## src/rtl/secirq_pkg.sv

```systemverilog
package secirq_pkg;

   localparam int DATA_W = 32;

   // byte offsets of the register words
   localparam int OFS_MPC_STAT = 'h00;
   localparam int OFS_PPC_STAT = 'h04;
   localparam int OFS_PPC_CLR  = 'h08;
   localparam int OFS_PPC_EN   = 'h0C;
   localparam int OFS_MSC_STAT = 'h10;
   localparam int OFS_MSC_CLR  = 'h14;
   localparam int OFS_MSC_EN   = 'h18;
   localparam int OFS_BRG_STAT = 'h1C;
   localparam int OFS_BRG_CLR  = 'h20;
   localparam int OFS_BRG_EN   = 'h24;

   // fixed base bit of each source group
   localparam int MPC_EXP_BASE = 16;
   localparam int PPC_APBX_BASE = 4;
   localparam int PPC_AHBX_BASE = 20;
   localparam int MSC_BASE      = 16;
   localparam logic [DATA_W-1:0] BRG_EN_KEEP = 32'hFFFF_0000;

   typedef struct packed {
      logic ppc_clr;
      logic ppc_en;
      logic msc_clr;
      logic msc_en;
      logic brg_en;
   } wr_strobe_t;

   // status bit position of flat peripheral controller index k
   function automatic int ppc_pos(input int k, input int n_apb, input int n_apbx);
      if (k < n_apb) return k;
      if (k < n_apb + n_apbx) return PPC_APBX_BASE + k - n_apb;
      return PPC_AHBX_BASE + k - n_apb - n_apbx;
   endfunction

   function automatic logic [DATA_W-1:0] ppc_mask(input int n_apb, input int n_apbx,
                                                  input int n_ahbx);
      logic [DATA_W-1:0] m;
      m = '0;
      for (int k = 0; k < n_apb + n_apbx + n_ahbx; k++) m[ppc_pos(k, n_apb, n_apbx)] = 1'b1;
      return m;
   endfunction

endpackage

```

## src/rtl/secirq_regport.sv

```systemverilog
module secirq_regport
   import secirq_pkg::*;
#(
   parameter int ADDR_W = 8
) (
   input  logic [ADDR_W-1:0] reg_addr,
   input  logic              reg_we,
   input  logic [3:0]        reg_be,
   input  logic [DATA_W-1:0] mpc_word,
   input  logic [DATA_W-1:0] ppc_stat_word,
   input  logic [DATA_W-1:0] ppc_en_word,
   input  logic [DATA_W-1:0] msc_stat_word,
   input  logic [DATA_W-1:0] msc_en_word,
   input  logic [DATA_W-1:0] brg_en_word,
   output wr_strobe_t        stb,
   output logic [DATA_W-1:0] rdata
);

   logic wr_full;

   function automatic logic at(input logic [ADDR_W-1:0] a, input int ofs);
      return a == ADDR_W'(ofs);
   endfunction

   // only whole-word writes are accepted
   assign wr_full = reg_we && (reg_be == 4'hF);

   always_comb begin
      stb.ppc_clr = wr_full && at(reg_addr, OFS_PPC_CLR);
      stb.ppc_en  = wr_full && at(reg_addr, OFS_PPC_EN);
      stb.msc_clr = wr_full && at(reg_addr, OFS_MSC_CLR);
      stb.msc_en  = wr_full && at(reg_addr, OFS_MSC_EN);
      stb.brg_en  = wr_full && at(reg_addr, OFS_BRG_EN);
   end

   // clear words, bridge status and unmapped offsets fall through to zero
   always_comb begin
      rdata = '0;
      if (at(reg_addr, OFS_MPC_STAT)) rdata = mpc_word;
      if (at(reg_addr, OFS_PPC_STAT)) rdata = ppc_stat_word;
      if (at(reg_addr, OFS_PPC_EN))   rdata = ppc_en_word;
      if (at(reg_addr, OFS_MSC_STAT)) rdata = msc_stat_word;
      if (at(reg_addr, OFS_MSC_EN))   rdata = msc_en_word;
      if (at(reg_addr, OFS_BRG_EN))   rdata = brg_en_word;
   end

endmodule

```

## src/rtl/secirq_ppc_cell.sv

```systemverilog
module secirq_ppc_cell (
   input  logic clk,
   input  logic rst_n,
   input  logic irq_i,
   input  logic clr_hit,
   input  logic en_wr,
   input  logic en_val,
   input  logic load_out,
   output logic stat_o,
   output logic en_o,
   output logic clr_o
);

   logic prev_q, stat_q, stat_d, en_q, clr_q;

   // an input edge updates status; a clear only acts on a quiet input
   always_comb begin
      stat_d = stat_q;
      if (irq_i != prev_q) stat_d = irq_i;
      else if (clr_hit)    stat_d = 1'b0;
   end

   always_ff @(posedge clk or negedge rst_n) begin
      if (!rst_n) begin
         prev_q <= 1'b0;
         stat_q <= 1'b0;
         en_q   <= 1'b0;
         clr_q  <= 1'b0;
      end else begin
         prev_q <= irq_i;
         stat_q <= stat_d;
         if (en_wr)    en_q  <= en_val;
         if (load_out) clr_q <= stat_d;
      end
   end

   assign stat_o = stat_q;
   assign en_o   = en_q;
   assign clr_o  = clr_q;

endmodule

```

## src/rtl/secirq_msc_group.sv

```systemverilog
module secirq_msc_group
   import secirq_pkg::*;
#(
   parameter int N_SRC = 4
) (
   input  logic              clk,
   input  logic              rst_n,
   input  logic [N_SRC-1:0]  irq_i,
   input  logic              en_wr,
   input  logic              clr_wr,
   input  logic [DATA_W-1:0] wdata,
   output logic [DATA_W-1:0] stat_word,
   output logic [DATA_W-1:0] en_word,
   output logic [N_SRC-1:0]  clr_o,
   output logic              irq_o
);

   logic [N_SRC-1:0]  stat_q, clr_q;
   logic [DATA_W-1:0] en_q;
   logic              irq_q;

   always_comb begin
      stat_word = '0;
      stat_word[MSC_BASE +: N_SRC] = stat_q;
   end

   always_ff @(posedge clk or negedge rst_n) begin
      if (!rst_n) begin
         stat_q <= '0;
         clr_q  <= '0;
         en_q   <= '0;
         irq_q  <= 1'b0;
      end else begin
         stat_q <= irq_i;
         if (en_wr)  en_q  <= wdata;
         if (clr_wr) clr_q <= wdata[MSC_BASE +: N_SRC];
         irq_q <= |(stat_word & en_q);
      end
   end

   assign en_word = en_q;
   assign clr_o   = clr_q;
   assign irq_o   = irq_q;

endmodule

```

## src/rtl/secirq_agg.sv

```systemverilog
module secirq_agg
   import secirq_pkg::*;
#(
   parameter int ADDR_W    = 8,
   parameter int N_MPC_INT = 2,
   parameter int N_MPC_EXP = 4,
   parameter int N_APB     = 2,
   parameter int N_APBX    = 4,
   parameter int N_AHBX    = 4,
   parameter int N_MSC     = 4
) (
   input  logic                           clk,
   input  logic                           rst_n,
   input  logic [ADDR_W-1:0]              reg_addr,
   input  logic                           reg_we,
   input  logic [3:0]                     reg_be,
   input  logic [31:0]                    reg_wdata,
   output logic [31:0]                    reg_rdata,
   input  logic [N_MPC_INT-1:0]           mpc_int_i,
   input  logic [N_MPC_EXP-1:0]           mpc_exp_i,
   input  logic [N_APB+N_APBX+N_AHBX-1:0] ppc_irq_i,
   output logic [N_APB+N_APBX+N_AHBX-1:0] ppc_clr_o,
   output logic [N_APB+N_APBX+N_AHBX-1:0] ppc_en_o,
   input  logic [N_MSC-1:0]               msc_irq_i,
   output logic [N_MSC-1:0]               msc_clr_o,
   output logic                           msc_irq_o
);

   localparam int NPPC = N_APB + N_APBX + N_AHBX;
   localparam logic [DATA_W-1:0] PPC_MASK = ppc_mask(N_APB, N_APBX, N_AHBX);

   // elaboration-time range checks on the group sizes
   if (ADDR_W < 6 || ADDR_W > 16) begin : g_bad_addr
      $error("ADDR_W must lie in 6..16");
   end
   if (N_MPC_INT < 1 || N_MPC_INT > MPC_EXP_BASE) begin : g_bad_mpc
      $error("N_MPC_INT must lie in 1..16");
   end
   if (N_MPC_EXP < 1 || N_MPC_EXP > DATA_W - MPC_EXP_BASE) begin : g_bad_mpcx
      $error("N_MPC_EXP must lie in 1..16");
   end
   if (N_APB < 1 || N_APB > PPC_APBX_BASE) begin : g_bad_apb
      $error("N_APB must lie in 1..4");
   end
   if (N_APBX < 1 || PPC_APBX_BASE + N_APBX > MSC_BASE) begin : g_bad_apbx
      $error("N_APBX must lie in 1..12");
   end
   if (N_AHBX < 1 || PPC_AHBX_BASE + N_AHBX > DATA_W) begin : g_bad_ahbx
      $error("N_AHBX must lie in 1..12");
   end
   if (N_MSC < 1 || N_MSC > DATA_W - MSC_BASE) begin : g_bad_msc
      $error("N_MSC must lie in 1..16");
   end

   wr_strobe_t        stb;
   logic [DATA_W-1:0] mpc_q, mpc_d;
   logic [DATA_W-1:0] ppc_stat_word, ppc_en_word;
   logic [DATA_W-1:0] msc_stat_word, msc_en_word;
   logic [DATA_W-1:0] brg_en_q;
   logic [NPPC-1:0]   ppc_stat;

   secirq_regport #(.ADDR_W(ADDR_W)) u_port (
      .reg_addr     (reg_addr),
      .reg_we       (reg_we),
      .reg_be       (reg_be),
      .mpc_word     (mpc_q),
      .ppc_stat_word(ppc_stat_word),
      .ppc_en_word  (ppc_en_word),
      .msc_stat_word(msc_stat_word),
      .msc_en_word  (msc_en_word),
      .brg_en_word  (brg_en_q),
      .stb          (stb),
      .rdata        (reg_rdata)
   );

   // memory protection status: plain level sampling
   always_comb begin
      mpc_d = '0;
      mpc_d[N_MPC_INT-1:0] = mpc_int_i;
      mpc_d[MPC_EXP_BASE +: N_MPC_EXP] = mpc_exp_i;
   end

   always_ff @(posedge clk or negedge rst_n) begin
      if (!rst_n) begin
         mpc_q    <= '0;
         brg_en_q <= '0;
      end else begin
         mpc_q <= mpc_d;
         if (stb.brg_en) brg_en_q <= reg_wdata & BRG_EN_KEEP;
      end
   end

   // one status cell per peripheral protection controller
   for (genvar k = 0; k < NPPC; k++) begin : g_ppc
      localparam int POS = ppc_pos(k, N_APB, N_APBX);
      secirq_ppc_cell u_cell (
         .clk     (clk),
         .rst_n   (rst_n),
         .irq_i   (ppc_irq_i[k]),
         .clr_hit (stb.ppc_clr && reg_wdata[POS]),
         .en_wr   (stb.ppc_en),
         .en_val  (reg_wdata[POS]),
         .load_out(stb.ppc_clr || stb.ppc_en),
         .stat_o  (ppc_stat[k]),
         .en_o    (ppc_en_o[k]),
         .clr_o   (ppc_clr_o[k])
      );
   end

   always_comb begin
      ppc_stat_word = '0;
      ppc_en_word   = '0;
      for (int k = 0; k < NPPC; k++) begin
         ppc_stat_word[ppc_pos(k, N_APB, N_APBX)] = ppc_stat[k];
         ppc_en_word[ppc_pos(k, N_APB, N_APBX)]   = ppc_en_o[k];
      end
      ppc_stat_word = ppc_stat_word & PPC_MASK;
      ppc_en_word   = ppc_en_word & PPC_MASK;
   end

   secirq_msc_group #(.N_SRC(N_MSC)) u_msc (
      .clk      (clk),
      .rst_n    (rst_n),
      .irq_i    (msc_irq_i),
      .en_wr    (stb.msc_en),
      .clr_wr   (stb.msc_clr),
      .wdata    (reg_wdata),
      .stat_word(msc_stat_word),
      .en_word  (msc_en_word),
      .clr_o    (msc_clr_o),
      .irq_o    (msc_irq_o)
   );

endmodule

```

## config.mk

```make
export PLATFORM = sky130hd
export DESIGN_NAME = secirq_agg
export DESIGN_NICKNAME = d
export VERILOG_FILES = /design/src/rtl/secirq_pkg.sv /design/src/rtl/secirq_regport.sv /design/src/rtl/secirq_ppc_cell.sv /design/src/rtl/secirq_msc_group.sv /design/src/rtl/secirq_agg.sv
export SDC_FILE = /design/constraint.sdc
export NUM_CORES = 1
export LEC_CHECK = 0
export BUFFER_PORTS_ARGS = -buffer_cell sky130_fd_sc_hd__clkbuf_2
export CORE_AREA = 2 2 134 136
export DETAILED_ROUTE_END_ITERATION = 6
export DIE_AREA = 0 0 136 138
export GPL_TIMING_DRIVEN = 0
export PLACE_DENSITY = 0.65
export SLEW_MARGIN = 20
export SYNTH_ARGS = -nofsm -noshare
export SYNTH_HDL_FRONTEND = slang
export SYNTH_HIERARCHICAL = 1
export SYNTH_SLANG_ARGS = --single-unit
export TNS_END_PERCENT = 5
```

## constraint.sdc

```tcl
create_clock -name clk -period 4.75 [get_ports clk]
set_input_delay 1.1875 -clock clk [delete_from_list [all_inputs] [get_ports clk]]
set_output_delay 1.1875 -clock clk [all_outputs]
set_load 0.05 [all_outputs]
```

==> qor.yml, run 1 <==
outcome:
  status: "finished clean"
synth:
  netlist_instances: 536
  yosysUniqueCellTypes: 41
  yosysWarnings: 6
  synth_edf_count: 0
  ys_ff_latch: 103
  syn_area_um2: 5930
  synth.area.mux_share_pct: 16.8
  yosys.area_share.simple_pct: 13.9
  seq_area_frac_synth_pct: 43.5
  synth-xor-area-share_pct: 0
  synth_ff_type: "dfrtp_1"
  synth-compound-area-share_pct: 13.8
  synthAdderAreaFrac_pct: 1.90
  synth_top_family_by_area: "multiplexers"
  avgSynthCellArea_um2: 11.1
  async_flop_share_pct: 100
run:
  max_cap_violations: 0
worst_setup_path:
  rr_worst_depth: 3
  path_max_fanout: 10
  cp.depth: 7
  cp-start-kind: "primary input"
  crit_chain: "clkbuf_2 > or4_4 > or3_4 > clkbuf_2 > or4_1 > a31oi_1 > buf_2"
  arrival_ns: 3.52
  endpoint_kind: "primary output"
  crit_path_top_delay_cell: "or4_4"
  required_ns: 3.56
  crit_buf_inv: 3
  cp_common_cell: "clkbuf_2"
  max_stage_delay_ns: 0.57
  crit_family: "simple AND/OR/NAND/NOR gates"
  crit_type: "in -> out"
clock_tree:
  clk_pin_slew_worst_paths_ns: 0.06
  htree_levels: 3
  clk_latency_ns: 0.36
  cts_tree: "yes"
  cts_sinks: 103
  cts-root-buf: "clkbuf_16"
  cts_buffers: 9
  cts.path.max_buffers: 2
cells_and_area:
  regArea_um2: 2580
  multi_input_area_um2: 3260
  nNetsFinal: 850
  n_antenna_cell: 0
  syn_to_final_growth_pct: 31.2
  drive_gt1_share_pct: 37.8
  fillers: 1736
  fin_area_um2: 7780
die:
  die_area_um2: 18800
  fp.coreArea_um2: 17500
  die_y_um: 138
  die_w_um: 136
  num_rows: 49
  start_util_pct: 33.8
  top_level_ports: 124
drt:
  wl_mm: 16.2
  drcViolationCount: 0
  drt_iter0_drc: 237
  via_count: 4756
  wire_per_inst_um: 15.9
  drt_first_pass_iters: 4
  via_per_inst: 4.68
  ant_nets: 0
sta:
  min_period_ns: 4.71
  setup_viol: 0
  hold_viol_final: 0
  finalMaxSlewViolations: 0
  rsz0062_at_grt: "yes"
  finalClockSkew_ns: 0.00611
  tightest_slew_ns: 0.980
  relSlewSlack_pct: 34.2
  finalCritPeriodShare_pct: 99.2
  fmax_ghz: 0.212
power:
  total_power_mw: 1.94
  cellLeakagePower_nw: 3.89
  power_density_nw_per_um2: 249
  ir_drop_v: 0.000199
hold_path:
  holdPathStages: 1
  hold_class: "reg -> reg"
placed_design:
  place.gp.congestion: 0.800
  place_area_um2: 7300
  dp_hpwl_mm: 11.9
  io_buffers: 122
grt:
  grt.overflow.total: 0
  antenna_found_initial: 0
  grt_max_degree: 54
  track_usage_pct: 18.0
  first_global_vias: 4894
  grt_pass1_wl_mm: 26.4
Yosys cell counts (2+ instances only):
cell type / number / area share [%]
dfrtp_1: 103 / 43
nor2_1: 65 / 4.1
mux2_4: 50 / 13
a21oi_1: 32 / 2.7
a31oi_1: 32 / 3.4
o211ai_1: 32 / 4.0
o22ai_1: 32 / 3.4
buf_4: 29 / 3.7
or4_1: 29 / 3.7
mux2_2: 22 / 4.2
clkbuf_1: 21 / 1.3
and2_1: 10 / 1.1
inv_1: 10 / 0.63
maj3_2: 10 / 1.9
nor2b_4: 10 / 2.3
buf_6: 8 / 1.5
buf_12: 4 / 1.3
buf_2: 3 / 0.25
clkbuf_2: 3 / 0.25
or4_2: 3 / 0.44
a22oi_1: 2 / 0.25
clkbuf_8: 2 / 0.46
conb_1: 2 / 0.13
dlygate4sd3_1: 2 / 0.34
nand4bb_1: 2 / 0.38
nor3_1: 2 / 0.17
nor4_1: 2 / 0.21
per-layer routing:
metal / global-route usage, % / vias up / part of all wire [%]
met3: 4.22 / 11 / 5.0
met2: 28.6 / 98 / 48
met1: 24.8 / 2321 / 46
li1: - / 2326 / -
met4: 4.39 / 0 / 0.98
met5: 0 / - / 0
power breakdown:
part / switching (mW) / internal (mW)
registers: 0.0105 / 0.897
clock network: 0.329 / 0.491
logic: 0.124 / 0.0904
total: 0.463 / 1.48
what timing repair did:
item | CTS | global route
endpoints found under the setup margin | 17 | 27
gates resized for setup | 19 | 50
hold buffers | 0 | 0
setup buffers | 0 | 0
sequential cells by signal, indices dropped and copies added, names as in the netlist:
register / count
u_msc/clr_o: 4
u_msc/irq_o: 1
u_msc/stat_q: 4
u_msc/en_word: 32
brg_en_q: 16
g_ppc.u_cell/en_o: 10
mpc_q: 6
g_ppc.u_cell/stat_o: 10
g_ppc.u_cell/prev_q: 10
g_ppc.u_cell/clr_o: 10
layout by cell type, fill, tap and decap left out, types with 14 or more instances in the layout:
cell type	Yosys	final
clkbuf_1	21	19
o22ai_1	32	32
conb_1	2	114
a31oi_1	32	25
dfrtp_1	103	103
nor2_1	65	65
o211ai_1	32	32
mux2_4	50	50
mux2_2	22	22
buf_2	3	14
or4_1	29	29
a21oi_1	32	32
clkbuf_2	3	99
buf_4	29	40
layout make-up:
| class | instances | share of cell area (%) |
|---|---|---|
| timing repair buffer | 124 | 9.31 |
| tap | 229 | 3.68 |
| clock inverter | 3 | 0.836 |
| clock buffer | 13 | 3.35 |
| sequential | 103 | 33.1 |
| buffer | 73 | 7.20 |
| multi-input combinational | 461 | 42.0 |
| inverter | 11 | 0.531 |
worst paths after layout:
path                                   startpoint                     to  slack, ns
setup / recovery                      reg_addr[7]          reg_rdata[22]       0.04
hold / removal                     u_msc/clr_o[3]         u_msc/clr_o[3]       0.51
setup reg to reg           g_ppc[7].u_cell/stat_o  g_ppc[7].u_cell/clr_o       3.53
hold reg to reg                    u_msc/clr_o[3]         u_msc/clr_o[3]       0.51
max in group asynchronous                   rst_n            u_msc/irq_o       3.36
min in group asynchronous                   rst_n  g_ppc[0].u_cell/clr_o       0.78
worst reg2reg max path, cell delays in order (launching register included):
cell and delay [ns]:
dfrtp_1 0.40, nor2b_4 0.13, maj3_2 0.31, mux2_4 0.26
metrics by stage:
| step | TNS (ns) | setup WS (ns) | instances | util [%] | hold slack, ns |
|---|---|---|---|---|---|
| after global routing | -0.0125 | -0.0125 | 1017 | 44.4 | 0.527 |
| after CTS | 0 | 0.000311 | 1017 | 43.9 | 0.513 |
| final | 0 | 0.0400 | 1017 | 44.4 | 0.506 |
| after global placement | -0.399 | -0.109 | 999 | 41.4 | 0.490 |
| after floorplan | -1.66 | -0.0612 | 648 | - | 0.463 |
| after detailed placement | -0.407 | -0.125 | 1001 | 41.7 | 0.494 |
cell families (layout without fill, tap and decap cells):
| family | count (synthesis) | after routing |
|---|---|---|
| multiplexers | 72 | 72 |
| flip-flops | 103 | 103 |
| buffers and inverters | 84 | 224 |
| AO/OA/AOI/OAI | 130 | 130 |
| AND/OR/NAND/NOR | 135 | 135 |
| other | 2 | 114 |
| adder cells (fa/ha/maj) | 10 | 10 |
(Power assumes the default switching activity.)
==> run 2: changes to the inputs <==
- BUFFER_PORTS_ARGS: -buffer_cell sky130_fd_sc_hd__clkbuf_2 -> default
- DONT_BUFFER_PORTS: default -> 1
- PLACE_DENSITY: 0.65 -> default
- PLACE_DENSITY_LB_ADDON: default -> 0.15
- clock period: 4.75 -> 6 ns (I/O delays scaled with it)
==> run 2 against run 1 <==
Net effect:
- non-clock buffer count decreased by 123
- routed wire length increased by 2.2%
- critical path depth unchanged
- clock power decreased by 27%
- utilization decreased by 3.7 points
- clock-buffer cell count decreased by 3
- sequential power decreased by 20%
- largest cell class unchanged
==> qor.yml, run 2 (same netlist as run 1, synthesis figures left out) <==
power:
  cellLeakagePower_nw: 3.28  # -16%
  ir_drop_v: 0.000181  # -9.3%
  total_power_mw: 1.43  # -26%
  power_density_nw_per_um2: 201  # -20%
cells_and_area:
  nNetsFinal: 727  # -14%
  drive_gt1_share_pct: 29.5  # -8.3 points
  fin_area_um2: 7140  # -8.3%
  largest_reg_flops: 32  # unchanged
  fillers: 1737  # +0.058%
  final_common_cell: "conb_1"
  syn_to_final_growth_pct: 20.3
  layout_common_cells: "conb_1, dfrtp_1, nor2_1, mux2_4"
  n_antenna_cell: 0  # unchanged
grt:
  track_usage_pct: 18.3  # +0.26 points
  first_global_vias: 4561  # -6.8%
  antenna_found_initial: 0  # unchanged
  grt.overflow.total: 0  # unchanged
  grt_pass1_wl_mm: 26.2  # -0.91%
  grt_max_degree: 104  # +93%
worst_setup_path:
  required_ns: 4.50  # +0.94 ns
  crit_type: "in -> out"
  arrival_ns: 4.01  # +0.49 ns
  cp-start-kind: "primary input"
  path_max_fanout: 10  # unchanged
  r2r-start: "g_ppc[7].u_cell/stat_o"
  endpoint_kind: "primary output"
  reg2reg_slack_ns: 4.78  # +1.25 ns
  rr_worst_depth: 3  # unchanged
  r2r_end: "g_ppc[7].u_cell/clr_o"
die:
  die_y_um: 138  # unchanged
  die_w_um: 136  # unchanged
  num_rows: 49  # unchanged
  die_area_um2: 18800  # unchanged
  start_util_pct: 33.8  # unchanged
  fp.coreArea_um2: 17500  # unchanged
  top_level_ports: 124  # unchanged
sta:
  tns_ns: 0  # unchanged
  setup_viol: 0  # unchanged
  hold_slack_ns: 0.510  # +0.00395 ns
  finalClockSkew_ns: 0.00602  # -0.0000915 ns
  finalMaxSlewViolations: 0  # unchanged
  min_period_ns: 5.51
  finalCritPeriodShare_pct: 91.9
  rsz0062_at_grt: "no"
  tightest_slew_ns: 1.01  # +0.0287 ns
  relSlewSlack_pct: 32.2  # -2.0 points
  hold_viol_final: 0  # unchanged
  fmax_ghz: 0.181
drt:
  via_per_inst: 4.86  # +3.9%
  ant_nets: 0  # unchanged
  drt_first_pass_iters: 4  # unchanged
  drt_iter0_drc: 146  # -38%
  wire_per_inst_um: 18.6  # +16%
  wl_mm: 16.6  # +2.2%
  drcViolationCount: 0  # unchanged
  via_count: 4339  # -8.8%
hold_path:
  hold_start: "brg_en_q[25]"
  hold_class: "reg -> reg"
  holdPathStages: 1  # unchanged
  hold-path-endpoint: "brg_en_q[25]"
clock_tree:
  cts_buffers: 9  # unchanged
  cts-root-buf: "clkbuf_16"
  cts.path.max_buffers: 2  # unchanged
  post_cts.repair.setup_buffers: 0  # unchanged
  cts_resized: 0  # -19
  cts_sinks: 103  # unchanged
  clk_pin_slew_worst_paths_ns: 0.07  # about the same
  cts_tree: "yes"
  clk_latency_ns: 0.35  # about the same
  cts_hold_buffers: 0  # unchanged
  htree_levels: 3  # unchanged
run:
  max_cap_violations: 0  # unchanged
outcome:
  status: "finished clean"
placed_design:
  place_area_um2: 6850  # -6.2%
  place.gp.congestion: 0.816  # +2.0%
  dp_hpwl_mm: 12.0  # +0.80%
  io_buffers: 0  # -100%
-- run 2: changes by cell type in the layout (fill, tap and decap cells not counted), moves of 3 or more --
cell,previous run,this run
clkbuf_8,9,2
clkbuf_4,4,0
buf_2,14,3
clkbuf_1,19,22
buf_4,40,30
a31oi_2,4,32
a31oi_4,3,0
clkbuf_2,99,3
a31oi_1,25,0
-- run 2: power by group --
group          internal (mW)  switching (mW)
Combinational         0.0507          0.0665
Sequential             0.710          0.0127
Clock                  0.323           0.271
Total                   1.08           0.350
-- run 2: area by class of cell --
| class | count | area (um^2) | share of cell area, % |
|---|---|---|---|
| Buffer | 73 | 553 | 7.75 |
| Clock buffer | 10 | 229 | 3.21 |
| Clock inverter | 5 | 57.6 | 0.806 |
| Inverter | 11 | 41.3 | 0.578 |
| Multi-Input combinational cell | 461 | 3390 | 47.4 |
| Sequential cell | 103 | 2580 | 36.1 |
| Tap cell | 229 | 287 | 4.01 |
| Timing Repair Buffer | 1 | 7.51 | 0.105 |
-- run 2: how the worst max path moves through the flow --
stage	start	endpoint	slack (ns)	cells after the start
final	reg_addr[3]	reg_rdata[2]	0.49	7
after detailed placement	reg_addr[3]	reg_rdata[11]	0.43	7
after global placement	reg_addr[3]	reg_rdata[20]	0.10	7
after global routing	reg_addr[3]	reg_rdata[21]	0.25	7
after CTS	reg_addr[3]	reg_rdata[11]	0.43	7
after floorplan	reg_addr[7]	reg_rdata[31]	0.56	4
-- run 2: metrics by stage --
| stage | setup slack (ns) | instances | utilization (%) |
|---|---|---|---|
| finish | 0.488 | 893 | 40.7 |
| CTS | 0.428 | 893 | 40.7 |
| global route | 0.255 | 893 | 40.7 |
| detailed placement | 0.433 | 878 | 39.1 |
| floorplan | 0.564 | 648 | - |
| global placement | 0.102 | 877 | 37.9 |
-- run 2: worst max-delay path, cell delays in order --
cell,delay (ns)
clkbuf_1,0.38
nand2b_1,0.17
clkbuf_1,0.29
clkbuf_1,0.48
nor2_1,0.08
or4_1,0.45
a31oi_2,0.65
-- run 2: routing by layer --
layer | routed length [um] | share of wire [%] | GRT usage (%) | vias up
met5 | 0 | 0 | 0 | -
met4 | 265 | 1.6 | 4.99 | 0
met3 | 1160 | 7.0 | 5.76 | 18
met2 | 8080 | 49 | 30.1 | 114
met1 | 7060 | 43 | 23.0 | 2131
li1 | - | - | - | 2076
